$ cat src/rtl/tbm_pkg.sv
package tbm_pkg;
  // bridge state, one per balanced-ternary digit
  typedef enum logic [1:0] {
    TD_ZERO = 2'b00,
    TD_POS  = 2'b01,
    TD_NEG  = 2'b10
  } tdig_e;

  localparam int unsigned GATES_PER_BRIDGE = 4;
  // bit3 upper-left, bit2 lower-left, bit1 upper-right, bit0 lower-right
  localparam logic [3:0] GATE_POS = 4'b1001;
  localparam logic [3:0] GATE_NEG = 4'b0110;
  localparam logic [3:0] GATE_OFF = 4'b0101;
endpackage

$ cat src/rtl/tbm_level_sat.sv
module tbm_level_sat #(
  parameter int unsigned LVL_W   = 5,
  parameter int          LVL_MAX = 13,
  parameter int unsigned OFS_W   = 5
) (
  input  logic signed [LVL_W-1:0] cmd_i,
  output logic        [OFS_W-1:0] ofs_o
);
  int lvl_v;
  int clip_v;

  always_comb begin
    lvl_v = int'(cmd_i);
    if (lvl_v > LVL_MAX) begin
      clip_v = LVL_MAX;
    end else if (lvl_v < -LVL_MAX) begin
      clip_v = -LVL_MAX;
    end else begin
      clip_v = lvl_v;
    end
    // shift to 0 .. 2*LVL_MAX so that plain base-3 digits appear
    ofs_o = OFS_W'(clip_v + LVL_MAX);
  end
endmodule

$ cat src/rtl/tbm_digit_split.sv
module tbm_digit_split
  import tbm_pkg::*;
#(
  parameter int unsigned N_BRIDGE = 3,
  parameter int unsigned OFS_W    = 5
) (
  input  logic  [OFS_W-1:0]    ofs_i,
  output tdig_e [N_BRIDGE-1:0] dig_o
);
  for (genvar i = 0; i < N_BRIDGE; i++) begin : g_trit
    localparam int unsigned PLACE = 3 ** i;
    logic [31:0] trit;
    always_comb begin
      trit = (32'(ofs_i) / PLACE) % 32'd3;
      // unsigned digit 0/1/2 maps to balanced digit -1/0/+1
      if (trit == 32'd0) begin
        dig_o[i] = TD_NEG;
      end else if (trit == 32'd1) begin
        dig_o[i] = TD_ZERO;
      end else begin
        dig_o[i] = TD_POS;
      end
    end
  end
endmodule

$ cat src/rtl/tbm_role_map.sv
module tbm_role_map
  import tbm_pkg::*;
#(
  parameter int unsigned N_BRIDGE = 3,
  parameter int unsigned FW       = 2
) (
  input  tdig_e [N_BRIDGE-1:0] dig_i,
  input  logic  [FW-1:0]       fault_code_i,
  output tdig_e [N_BRIDGE-1:0] dig_o
);
  tdig_e moved;

  always_comb begin
    // digit that the flexible bridge 0 takes over from a failed larger bridge
    moved = TD_ZERO;
    for (int k = 1; k < N_BRIDGE; k++) begin
      if (fault_code_i == FW'(k + 1)) begin
        moved = dig_i[k];
      end
    end
    for (int b = 0; b < N_BRIDGE; b++) begin
      if (fault_code_i == FW'(b + 1)) begin
        dig_o[b] = TD_ZERO;
      end else if ((b == 0) && (fault_code_i != '0)) begin
        dig_o[b] = moved;
      end else begin
        dig_o[b] = dig_i[b];
      end
    end
  end
endmodule

$ cat src/rtl/tbm_gate_enc.sv
module tbm_gate_enc
  import tbm_pkg::*;
(
  input  tdig_e      dig_i,
  output logic [3:0] gate_o
);
  always_comb begin
    case (dig_i)
      TD_POS:  gate_o = GATE_POS;
      TD_NEG:  gate_o = GATE_NEG;
      default: gate_o = GATE_OFF;
    endcase
  end
endmodule

$ cat src/rtl/tern_bridge_mod.sv
module tern_bridge_mod
  import tbm_pkg::*;
#(
  parameter int unsigned N_BRIDGE = 3,
  parameter int unsigned LVL_W    = 5,
  parameter int unsigned FW       = $clog2(N_BRIDGE + 1)
) (
  input  logic                                   clk,
  input  logic                                   rst_n,
  input  logic                                   sample_en,
  input  logic signed [LVL_W-1:0]                level_cmd,
  input  logic        [FW-1:0]                   fault_code,
  output logic        [N_BRIDGE*GATES_PER_BRIDGE-1:0] gate_o
);
  localparam int          LVL_MAX = (3 ** N_BRIDGE - 1) / 2;
  localparam int unsigned OFS_W   = $clog2(2 * LVL_MAX + 1);
  localparam int unsigned GW      = N_BRIDGE * GATES_PER_BRIDGE;

  logic  [OFS_W-1:0]    ofs;
  tdig_e [N_BRIDGE-1:0] dig_raw;
  tdig_e [N_BRIDGE-1:0] dig_role;
  logic  [GW-1:0]       gate_enc;
  logic  [GW-1:0]       gate_d;
  logic  [GW-1:0]       gate_q;

  tbm_level_sat #(
    .LVL_W   (LVL_W),
    .LVL_MAX (LVL_MAX),
    .OFS_W   (OFS_W)
  ) u_sat (
    .cmd_i (level_cmd),
    .ofs_o (ofs)
  );

  tbm_digit_split #(
    .N_BRIDGE (N_BRIDGE),
    .OFS_W    (OFS_W)
  ) u_split (
    .ofs_i (ofs),
    .dig_o (dig_raw)
  );

  tbm_role_map #(
    .N_BRIDGE (N_BRIDGE),
    .FW       (FW)
  ) u_role (
    .dig_i        (dig_raw),
    .fault_code_i (fault_code),
    .dig_o        (dig_role)
  );

  for (genvar b = 0; b < N_BRIDGE; b++) begin : g_enc
    tbm_gate_enc u_enc (
      .dig_i  (dig_role[b]),
      .gate_o (gate_enc[b*GATES_PER_BRIDGE +: GATES_PER_BRIDGE])
    );
  end

  // next-state: load on strobe, else hold
  always_comb begin
    if (sample_en) begin
      gate_d = gate_enc;
    end else begin
      gate_d = gate_q;
    end
  end

  always_ff @(posedge clk or negedge rst_n) begin
    if (!rst_n) begin
      gate_q <= {N_BRIDGE{GATE_OFF}};
    end else begin
      gate_q <= gate_d;
    end
  end

  assign gate_o = gate_q;
endmodule

$ cat config.mk
export PLATFORM = sky130hd
export DESIGN_NAME = tern_bridge_mod
export DESIGN_NICKNAME = d
export VERILOG_FILES = /design/src/rtl/tbm_pkg.sv /design/src/rtl/tbm_level_sat.sv /design/src/rtl/tbm_digit_split.sv /design/src/rtl/tbm_role_map.sv /design/src/rtl/tbm_gate_enc.sv /design/src/rtl/tern_bridge_mod.sv
export SDC_FILE = /design/constraint.sdc
export NUM_CORES = 1
export LEC_CHECK = 0
export BUFFER_PORTS_ARGS = -buffer_cell sky130_fd_sc_hd__buf_2
export CAP_MARGIN = 20
export CORE_ASPECT_RATIO = 1.75
export CORE_UTILIZATION = 50
export DETAILED_ROUTE_END_ITERATION = 10
export GPL_TIMING_DRIVEN = 0
export PLACE_DENSITY = 0.7
export SLEW_MARGIN = 20
export SYNTH_ARGS = -nofsm -noshare
export SYNTH_HDL_FRONTEND = slang
export SYNTH_SLANG_ARGS = --single-unit
export TNS_END_PERCENT = 5
$ cat constraint.sdc
create_clock -name clk -period 0.9 [get_ports clk]
set_input_delay 0.135 -clock clk [delete_from_list [all_inputs] [get_ports clk]]
set_output_delay 0.135 -clock clk [all_outputs]
set_load 0.005 [all_outputs]
## Yosys cells after proc, flatten, opt, wreduce, memory -nomap -nowiden

Cells that the tools add are included.

| cells by class | value |
|---|---|
| shift-type cells | 0 |
| $add $sub $neg | 1 |
| divide/modulo/power cells | 5 |
| bitwise operators | 0 |
| reduce and logical (&&, ||, !) cells | 4 |
| muxes and demuxes | 17 |
| multiply operators | 0 |
| $lt $le $gt $ge | 2 |
| eq/ne operators | 12 |

Operators by type and width:

| kind | count |
|---|---|
| equality test 32 x 1 -> 1 bit, second input constant | 3 |
| logical NOT 32 bit | 3 |
| modulo 32 x 2 -> 32 bit, second input constant | 2 |
| divider 5 x 2 -> 32 bit, second input constant | 1 |
| divider 5 x 4 -> 32 bit, second input constant | 1 |
| modulo 5 x 2 -> 32 bit, second input constant | 1 |
| case mux 4 bit (2 select lines) | 3 |
| 2-to-1 mux 2 bit | 9 |
| equality test 2 bit, second input constant | 5 |
| 2-to-1 mux 5 bit | 2 |
| equality test 2 x 1 -> 1 bit, second input constant | 4 |
| adder 5 bit, second input constant | 1 |
| > comparator 5 bit, second input constant | 1 |
| less-than comparator 5 bit, second input constant | 1 |
| 2-to-1 mux 1 bit | 3 |
| nonzero test 2 bit | 1 |

| storage, ports and cells | value |
|---|---|
| bits of input ports | 10 |
| memories | 0 |
| output and inout port bits | 12 |
| memory bits (read-only) | 0 |
| logic and storage cells | 42 |
| latch bits | 0 |
| bits in registers | 12 |
| bits in writable memories | 0 |

## Depth between registers and ports, before layout

Gate-level depths: netlist (run 1).

| logic depth | value |
|---|---|
| depth in word-level cells | 15 |
| depth in mapped cells | 35 |
| depth with buffers taken out | 33 |

## By module

A second synthesis (run 1) with hierarchy kept.

| unflattened totals | value |
|---|---|
| cells, all modules | 241 |
| area total of the unflattened synthesis | 2078.2 µm² |

Modules (own cells, without submodules):

| module | instances | area an instance (µm²) | cells an instance |
|---|---|---|---|
| tbm_digit_split | 1 | 1266.2 | 172 |
| tern_bridge_mod | 1 | 491.7 | 25 |
| tbm_level_sat | 1 | 156.4 | 22 |
| tbm_gate_enc | 3 | 27.5 | 4 |
| tbm_role_map | 1 | 81.3 | 10 |

## Worst setup path before layout (run 1)

No wires, ideal clock.

| timing | value |
|---|---|
| kind | input-to-reg |
| from | input port level_cmd[0] |
| to | register gate_q[1] (netlist: gate_o[1]) |
| path buffers | 3 |
| path slack | -5.852 ns |
| data required time | 0.835 ns |
| arrival | 6.686 ns |
| cell stages on the path | 35 |
| cell sequence | a211o_1 nand2_1 ha_1 or3_1 clkbuf_1 ha_1 inv_1 o21ai_0 and2_1 buf_2 ha_1 or2_2 ha_1 nand2b_1 o221ai_1 a31o_2 nand4_1 o221ai_1 nor2_4 xnor2_1 ha_1 buf_1 or3_1 o32a_1 o31a_1 nor2_1 a21oi_1 ha_1 nor2_1 o211ai_1 o21ai_0 a311oi_1 a31o_4 o41ai_4 o211a_1 |

| between the ends | value |
|---|---|
| cells in the longest elaborated chain, start to end | 15 |
| elaborated cells between the ends (all ways) | 29 |

RTL lines:

| element | RTL line | source |
|---|---|---|
| start: declaration | tern_bridge_mod.sv:11 | `input logic signed [LVL_W-1:0] level_cmd,` |
| less-than comparator 5 bit | tbm_level_sat.sv:16 | `end else if (lvl_v < -LVL_MAX) begin` |
| 2-to-1 mux 5 bit | tbm_level_sat.sv:16 |  |
| 2-to-1 mux 5 bit * | tbm_level_sat.sv:14 | `if (lvl_v > LVL_MAX) begin` |
| adder 5 bit * | tbm_level_sat.sv:22 | `ofs_o = OFS_W'(clip_v + LVL_MAX);` |
| divider 5 x 2 -> 32 bit | tbm_digit_split.sv:14 | `trit = (32'(ofs_i) / PLACE) % 32'd3;` |
| modulo 32 x 2 -> 32 bit | tbm_digit_split.sv:14 |  |
| equality test 32 x 1 -> 1 bit | tbm_digit_split.sv:18 | `end else if (trit == 32'd1) begin` |
| 2-to-1 mux 1 bit | tbm_digit_split.sv:18 |  |
| 2-to-1 mux 2 bit | tbm_digit_split.sv:16 | `if (trit == 32'd0) begin` |
| 2-to-1 mux 2 bit (2 in series) | tbm_role_map.sv:17 | `if (fault_code_i == FW'(k + 1)) begin` |
| 2-to-1 mux 2 bit * | tbm_role_map.sv:24 | `end else if ((b == 0) && (fault_code_i != '0)) begin` |
| 2-to-1 mux 2 bit * | tbm_role_map.sv:22 | `if (fault_code_i == FW'(b + 1)) begin` |
| equality test 2 bit or equality test 2 x 1 -> 1 bit (tied branches) | tbm_gate_enc.sv:8 | `case (dig_i)` |
| case mux 4 bit (2 select lines) * | tbm_gate_enc.sv:8 |  |
| end signal: assignment | tern_bridge_mod.sv:70 | `gate_q <= {N_BRIDGE{GATE_OFF}};` |
| end signal: assignment | tern_bridge_mod.sv:72 | `gate_q <= gate_d;` |
| end: declaration | tern_bridge_mod.sv:24 | `logic [GW-1:0] gate_q;` |

Every way passes the cells marked *; elsewhere a longest branch is shown, timed or not.
A chain may end at the register's enable or synchronous reset.

## Worst setup path after layout (run 1)

Ends and elaborated chain as after synthesis.

==> results of run 1 <==
[synth_stat cells, types with 5 or more instances]
library cell,number
clkbuf_1,5
nand3_1,6
nor3_1,7
dfstp_2,6
o21ai_0,18
nand2b_1,5
nand2_1,23
a21oi_1,9
inv_1,18
nor2_1,17
ha_1,16
dfrtp_1,6
nor2b_1,6
[area by class of cell]
type,instances,area [um^2]
multi-input cells,199,1620
flip-flops and latches,12,308
clock buffers,4,55.1
plain buffers,8,58.8
repair buffers,40,303
fillers,283,986
well taps,45,56.3
inverters,20,78.8
[logic make-up (layout without fill, tap and decap cells)]
kind of cell / count (synthesis) / count (layout) / synth area share, %
DFF: 12 / 12 / 16.6
muxes: 2 / 2 / 1.08
AOI/OAI and AO/OA: 83 / 83 / 34.1
and+or+nand+nor: 93 / 93 / 27.8
xor gates and xnor gates: 5 / 5 / 2.36
buffers and inverters: 31 / 72 / 7.35
adders and majority gates: 16 / 16 / 10.8
[what timing repair did]
action                     4_1_cts  5_1_grt
setup endpoints to repair       18       23
pin swaps                       23       19
hold buffers                     1        0
gates cloned                     0        0
resized for setup               18       15
buffers inserted                15        5
hold endpoints to repair         6        0
[per-layer routing]
layer	track usage, %	vias up
li1	-	986
met1	26.7	968
met2	52.6	56
met3	1.30	18
met4	15.3	0
met5	0	-
[worst reg2reg max path, delay by kind of cell, from the launching register on]
family / cells / cell delay, ns
buf+inv: 1 / 0.05
flops: 1 / 0.39
compound gates: 1 / 0.26
[power by group through the flow]
stage	clock (W)	combinational [W]	sequential, W
floorplan	0	0.00304	0.000938
global placement	0	0.00392	0.000899
detailed placement	0	0.00396	0.000914
CTS	0.000589	0.00436	0.000906
global route	0.000612	0.00528	0.000973
finish	0.000586	0.00484	0.000933
[stage by stage]
step	instance area, um^2	setup WS (ns)
2_1_floorplan	1990	-5.31
3_3_place_gp	2140	-6.04
3_5_place_dp	2140	-6.09
4_1_cts	2390	-5.15
5_1_grt	2480	-5.55
6_report	2480	-5.29
[worst max path at each step]
| stage | end | slack [ns] |
|---|---|---|
| 6_report | gate_o[1] | -5.29 |
| 4_1_cts | gate_o[1] | -5.15 |
| 2_1_floorplan | gate_o[1] | -5.31 |
| 5_1_grt | gate_o[3] | -5.55 |
| 3_5_place_dp | gate_o[1] | -6.09 |
| 3_3_place_gp | gate_o[1] | -6.04 |
==> impl_metrics.yaml, run 1 <==
outcome:
  status: "finished with violations"
  violations: "setup timing"
setup_path:
  cp.depth: 30
  critPathCaptureType: "register"
  reg2reg_from: "gate_o[7]"
  reg2reg_to: "gate_o[7]"
  cp_common_cell: "ha_4"
  rrSetupSlack_ns: 0.08
  path_class: "primary input to register"
  crit_family: "compound AO/OA/AOI/OAI gates"
  critPathMaxFanout: 6
  rr_worst_depth: 2
  cp.required_ns: 1.08
  startpoint: "level_cmd[0]"
  crit_buf_inv: 5
  critPathMaxStageDelay_ns: 0.51
  startpoint_type: "primary input"
  slowest_stage: "or4_4"
  cp.arrival_ns: 6.37
sta:
  fin_skew_ns: 0
  relSlewSlack_pct: 57.8
  slew_violations: 0
  whs_ns: 0.301
  fmaxAchievable_mhz: 162
  fin_setup_tns_ns: -51.76
  rsz0062_at_grt: "true"
  min_period_over_period_pct: 688
  tightestPinTransition_ns: 0.632
  min_period_ns: 6.19
  setup_viol: 19
  finalHoldViolations: 0
  setup_slack_ns: -5.29
cts:
  cts_tree: "yes"
  clk_path_buf_depth: 2
  clkSinkCount: 12
  htreeDepth: 1
  cts_buffers: 3
  path_clk_slew_ns: 0.05
  cts_root_buf: "clkbuf_8"
  clk_latency_ns: 0.24
cells_and_area:
  n_antenna_cell: 0
  largest_reg_flops: 12
  drive_gt1_share_pct: 35.7
  fin_nets: 310
  final_common_cell: "nand2_1"
  final_cell_mix: "22 x nand2_1, 20 x buf_4, 15 x inv_1, 15 x nor2_1"
  fin_util_pct: 71.6
  instances_no_fill: 328
  syn_to_final_growth_pct: 33.8
synth:
  synth_top_area_share_pct: 10.8
  netlist_instances: 242
  synth_ff_type: "dfstp_2"
  synth-seq-cells: 12
  synth_area_leaders: "ha_1 11%, dfstp_2 8.5%, dfrtp_1 8.1%, o21ai_0 4.9%, nand2_1 4.7%"
  synth_cell_types: 67
  yosys_warnings: 0
  syn_avg_cell_area_um2: 7.67
  ys_async_sr_fraction_pct: 100
  synth_nets: 268
  synth_edf_count: 0
  yosysTopAreaCell: "ha_1"
  ys_seq_area_share_pct: 16.6
  synth.cell_area_um2: 1860
die:
  die_w_um: 48.1
  core_um2: 3470
  initial_core_util_pct: 53.5
  die_area_um2: 3970
  rows: 28
  io_pins: 22
  die_h_um: 82.6
global_route:
  grt_overflow: 0
  grt_max_degree: 13
  grt_usage_pct: 27.4
  antenna_found_initial: 0
  grt_pass1_vias: 1886
  grt_pass1_wl_um: 7950
placed_design:
  hpwl_um: 3880
  gp_congestion: 0.914
  dp_cells: 306
  io_buffers: 19
power:
  comb_power_share_pct: 76.1
  p_clk_share_pct: 9.2
  p_per_area_nw_per_um2: 2560
  ir_drop_v: 0.00156
  p_int_w: 0.00346
  finalPower_w: 0.00636
  p_sw_share_pct: 45.5
  switchingPower_w: 0.00290
  cellLeakagePower_nw: 1.02
  p_seq_share_pct: 14.7
route:
  route.detailed.drc: 0
  vias_per_cell: 6.18
  highest_layer: "met4"
  wl_um: 5230
  route.met2.wl_um: 2950
  detail-route-antenna-nets: 0
  wl_met3_um: 140
  met1_length_um: 1950
  wl_per_cell_um: 15.9
  vias: 2028
  first_iter_violations: 70
  dr.pass1.iters: 4
worst_hold_path:
  hp-class: "primary input to asynchronous set/reset pin"
flow_run:
  cap_violations: 0
No activity file was read; power rests on OpenSTA's default activity.
==> run 2: changes to the inputs <==
- CORE_MARGIN: unset -> 2
==> run 2 against run 1 <==
Compared with the run above: the flow still finishes with violations (setup timing); clock power is 17% lower; core utilization fell by 3.7 points; clock skew stayed put; setup slack improved by 0.11 ns; sequential share of layout area up 0.23 points; combinational power down 2%; critical path depth grew 2; cell count is the same; sequential cell count unchanged; hold slack improved by 0.0043 ns; highest routed layer unchanged.
==> impl_metrics.yaml, run 2 (synthesized netlist as in run 1, its figures left out) <==
global_route:
  grt_pass1_vias: 2080
  grt_overflow: 0
  antenna_found_initial: 0
  grt_pass1_wl_um: 8960
  grt_usage_pct: 27.0
  grt_max_degree: 13
setup_path:
  rrSetupSlack_ns: 0.19
  path_class: "primary input to register"
  cp_common_cell: "ha_4"
  startpoint: "level_cmd[2]"
  reg2reg_to: "gate_o[0]"
  reg2reg_from: "gate_o[0]"
  cp-endpoint: "gate_o[1]"
  critPathMaxFanout: 8
  cp.arrival_ns: 6.27
  critPathCaptureType: "register"
  startpoint_type: "primary input"
  rr_worst_depth: 2
  critPathMaxStageDelay_ns: 0.42
  slowest_stage: "or4_4"
  cp.required_ns: 1.08
sta:
  tightestPinTransition_ns: 0.748
  min_period_over_period_pct: 676
  fmaxAchievable_mhz: 164
  finalHoldViolations: 0
  min_period_ns: 6.08
  fin_setup_tns_ns: -50.94
  slew_violations: 0
  fin_skew_ns: 0
  setup_slack_ns: -5.18
  rsz0062_at_grt: "true"
  setup_viol: 18
  relSlewSlack_pct: 50.0
cts:
  htreeDepth: 1
  cts_buffers: 3
  cts_tree: "yes"
  clk_latency_ns: 0.24
  path_clk_slew_ns: 0.05
  clk_path_buf_depth: 2
  clkSinkCount: 12
  cts_root_buf: "clkbuf_8"
die:
  die_w_um: 50.1
  die_area_um2: 4230
  io_pins: 22
  core_um2: 3590
  initial_core_util_pct: 51.7
  die_h_um: 84.6
  rows: 29
cells_and_area:
  drive_gt1_share_pct: 33.7
  fill_cells: 327
  final_cell_mix: "22 x nand2_1, 18 x buf_2, 18 x buf_4"
  fin_nets: 310
  syn_to_final_growth_pct: 31.4
  final_common_cell: "nand2_1"
  n_antenna_cell: 0
  largest_reg_flops: 12
  fin_area_um2: 2440
route:
  vias_per_cell: 6.35
  first_iter_violations: 32
  detail-route-antenna-nets: 0
  wl_um: 5310
  dr.pass1.iters: 4
  vias: 2083
  wl_per_cell_um: 16.2
  route.detailed.drc: 0
power:
  p_per_area_nw_per_um2: 2510
  switchingPower_w: 0.00282
  p_seq_share_pct: 14.7
  p_sw_share_pct: 46.2
  ir_drop_v: 0.00130
  p_clk_share_pct: 8.0
  cellLeakagePower_nw: 1.00
  finalPower_w: 0.00611
  comb_power_share_pct: 77.3
  p_int_w: 0.00329
placed_design:
  io_buffers: 19
  place_area_um2: 2140
  dp_slack_ns: -6.07
  hpwl_um: 3990
  gp_congestion: 0.896
worst_hold_path:
  hp-class: "primary input to asynchronous set/reset pin"
outcome:
  status: "finished with violations"
  violations: "setup timing"
flow_run:
  cap_violations: 0
==> run 2: cell count changes in the layout (fill, tap and decap cells not counted), moves of 2 or more <==
cell,before,now
o21ai_0,14,11
buf_6,8,5
o21ai_1,4,7
ha_4,7,9
inv_2,3,1
buf_4,20,18
o221ai_2,3,1
buf_2,14,18
ha_2,3,1
==> run 2: power groups by stage <==
stage | clock (W) | sequential [W] | combinational [W]
6_report | 0.000488 | 0.000896 | 0.00472
5_1_grt | 0.000518 | 0.000931 | 0.00515
4_1_cts | 0.000488 | 0.000898 | 0.00459
3_5_place_dp | 0 | 0.000908 | 0.00397
3_3_place_gp | 0 | 0.000899 | 0.00391
2_1_floorplan | 0 | 0.000938 | 0.00304
==> run 2: worst min path at each step <==
stage                       endpoint  depth (start not counted)  slack [ns]
after CTS                  gate_o[9]                          2        0.30
after detailed placement   gate_o[9]                          1        0.02
after floorplan           gate_o[11]                          0       -0.16
after global routing      gate_o[11]                          2        0.32
final                      gate_o[9]                          2        0.31
after global placement     gate_o[9]                          1        0.02
==> run 2: critical path: cells and delay by family <==
kind / cells / cell delay (ns)
AOI/OAI and AO/OA: 11 / 2.24
adders and majority gates: 5 / 1.01
xor gates and xnor gates: 1 / 0.10
buffers and inverters: 5 / 0.63
and+or+nand+nor: 10 / 2.13
==> run 2: metrics by stage <==
stage               utilization (%)  cells  hold WS [ns]
floorplan                         -    242        -0.161
global placement               59.7    307        0.0165
global route                   67.9    328         0.323
finish                         67.9    328         0.305
detailed placement             59.7    307        0.0211
CTS                            67.1    328         0.302
==> run 2: repair_timing <==
action,4_1_cts,5_1_grt
hold endpoints to repair,6,0
pin swaps,21,2
resized for setup,20,5
setup buffers,18,0
setup endpoints to repair,18,19
hold buffers,1,0
==> run 2: layer usage <==
layer	part of all wire (%)	global-route usage [%]	vias to the layer above
met5	0	0	-
met3	3.0	1.60	26
met2	59	57.1	64
met4	5.8	15.7	0
li1	-	-	993
met1	33	22.3	1000
==> run 2: layout make-up <==
cell class | count | area [um^2] | area share [%]
buffer | 10 | 76.3 | 3.13
multi-input combinational | 199 | 1610 | 66.2
clock buffer | 3 | 41.3 | 1.69
tap | 46 | 57.6 | 2.36
inverter | 20 | 81.3 | 3.34
timing repair buffer | 38 | 259 | 10.6
sequential | 12 | 308 | 12.6
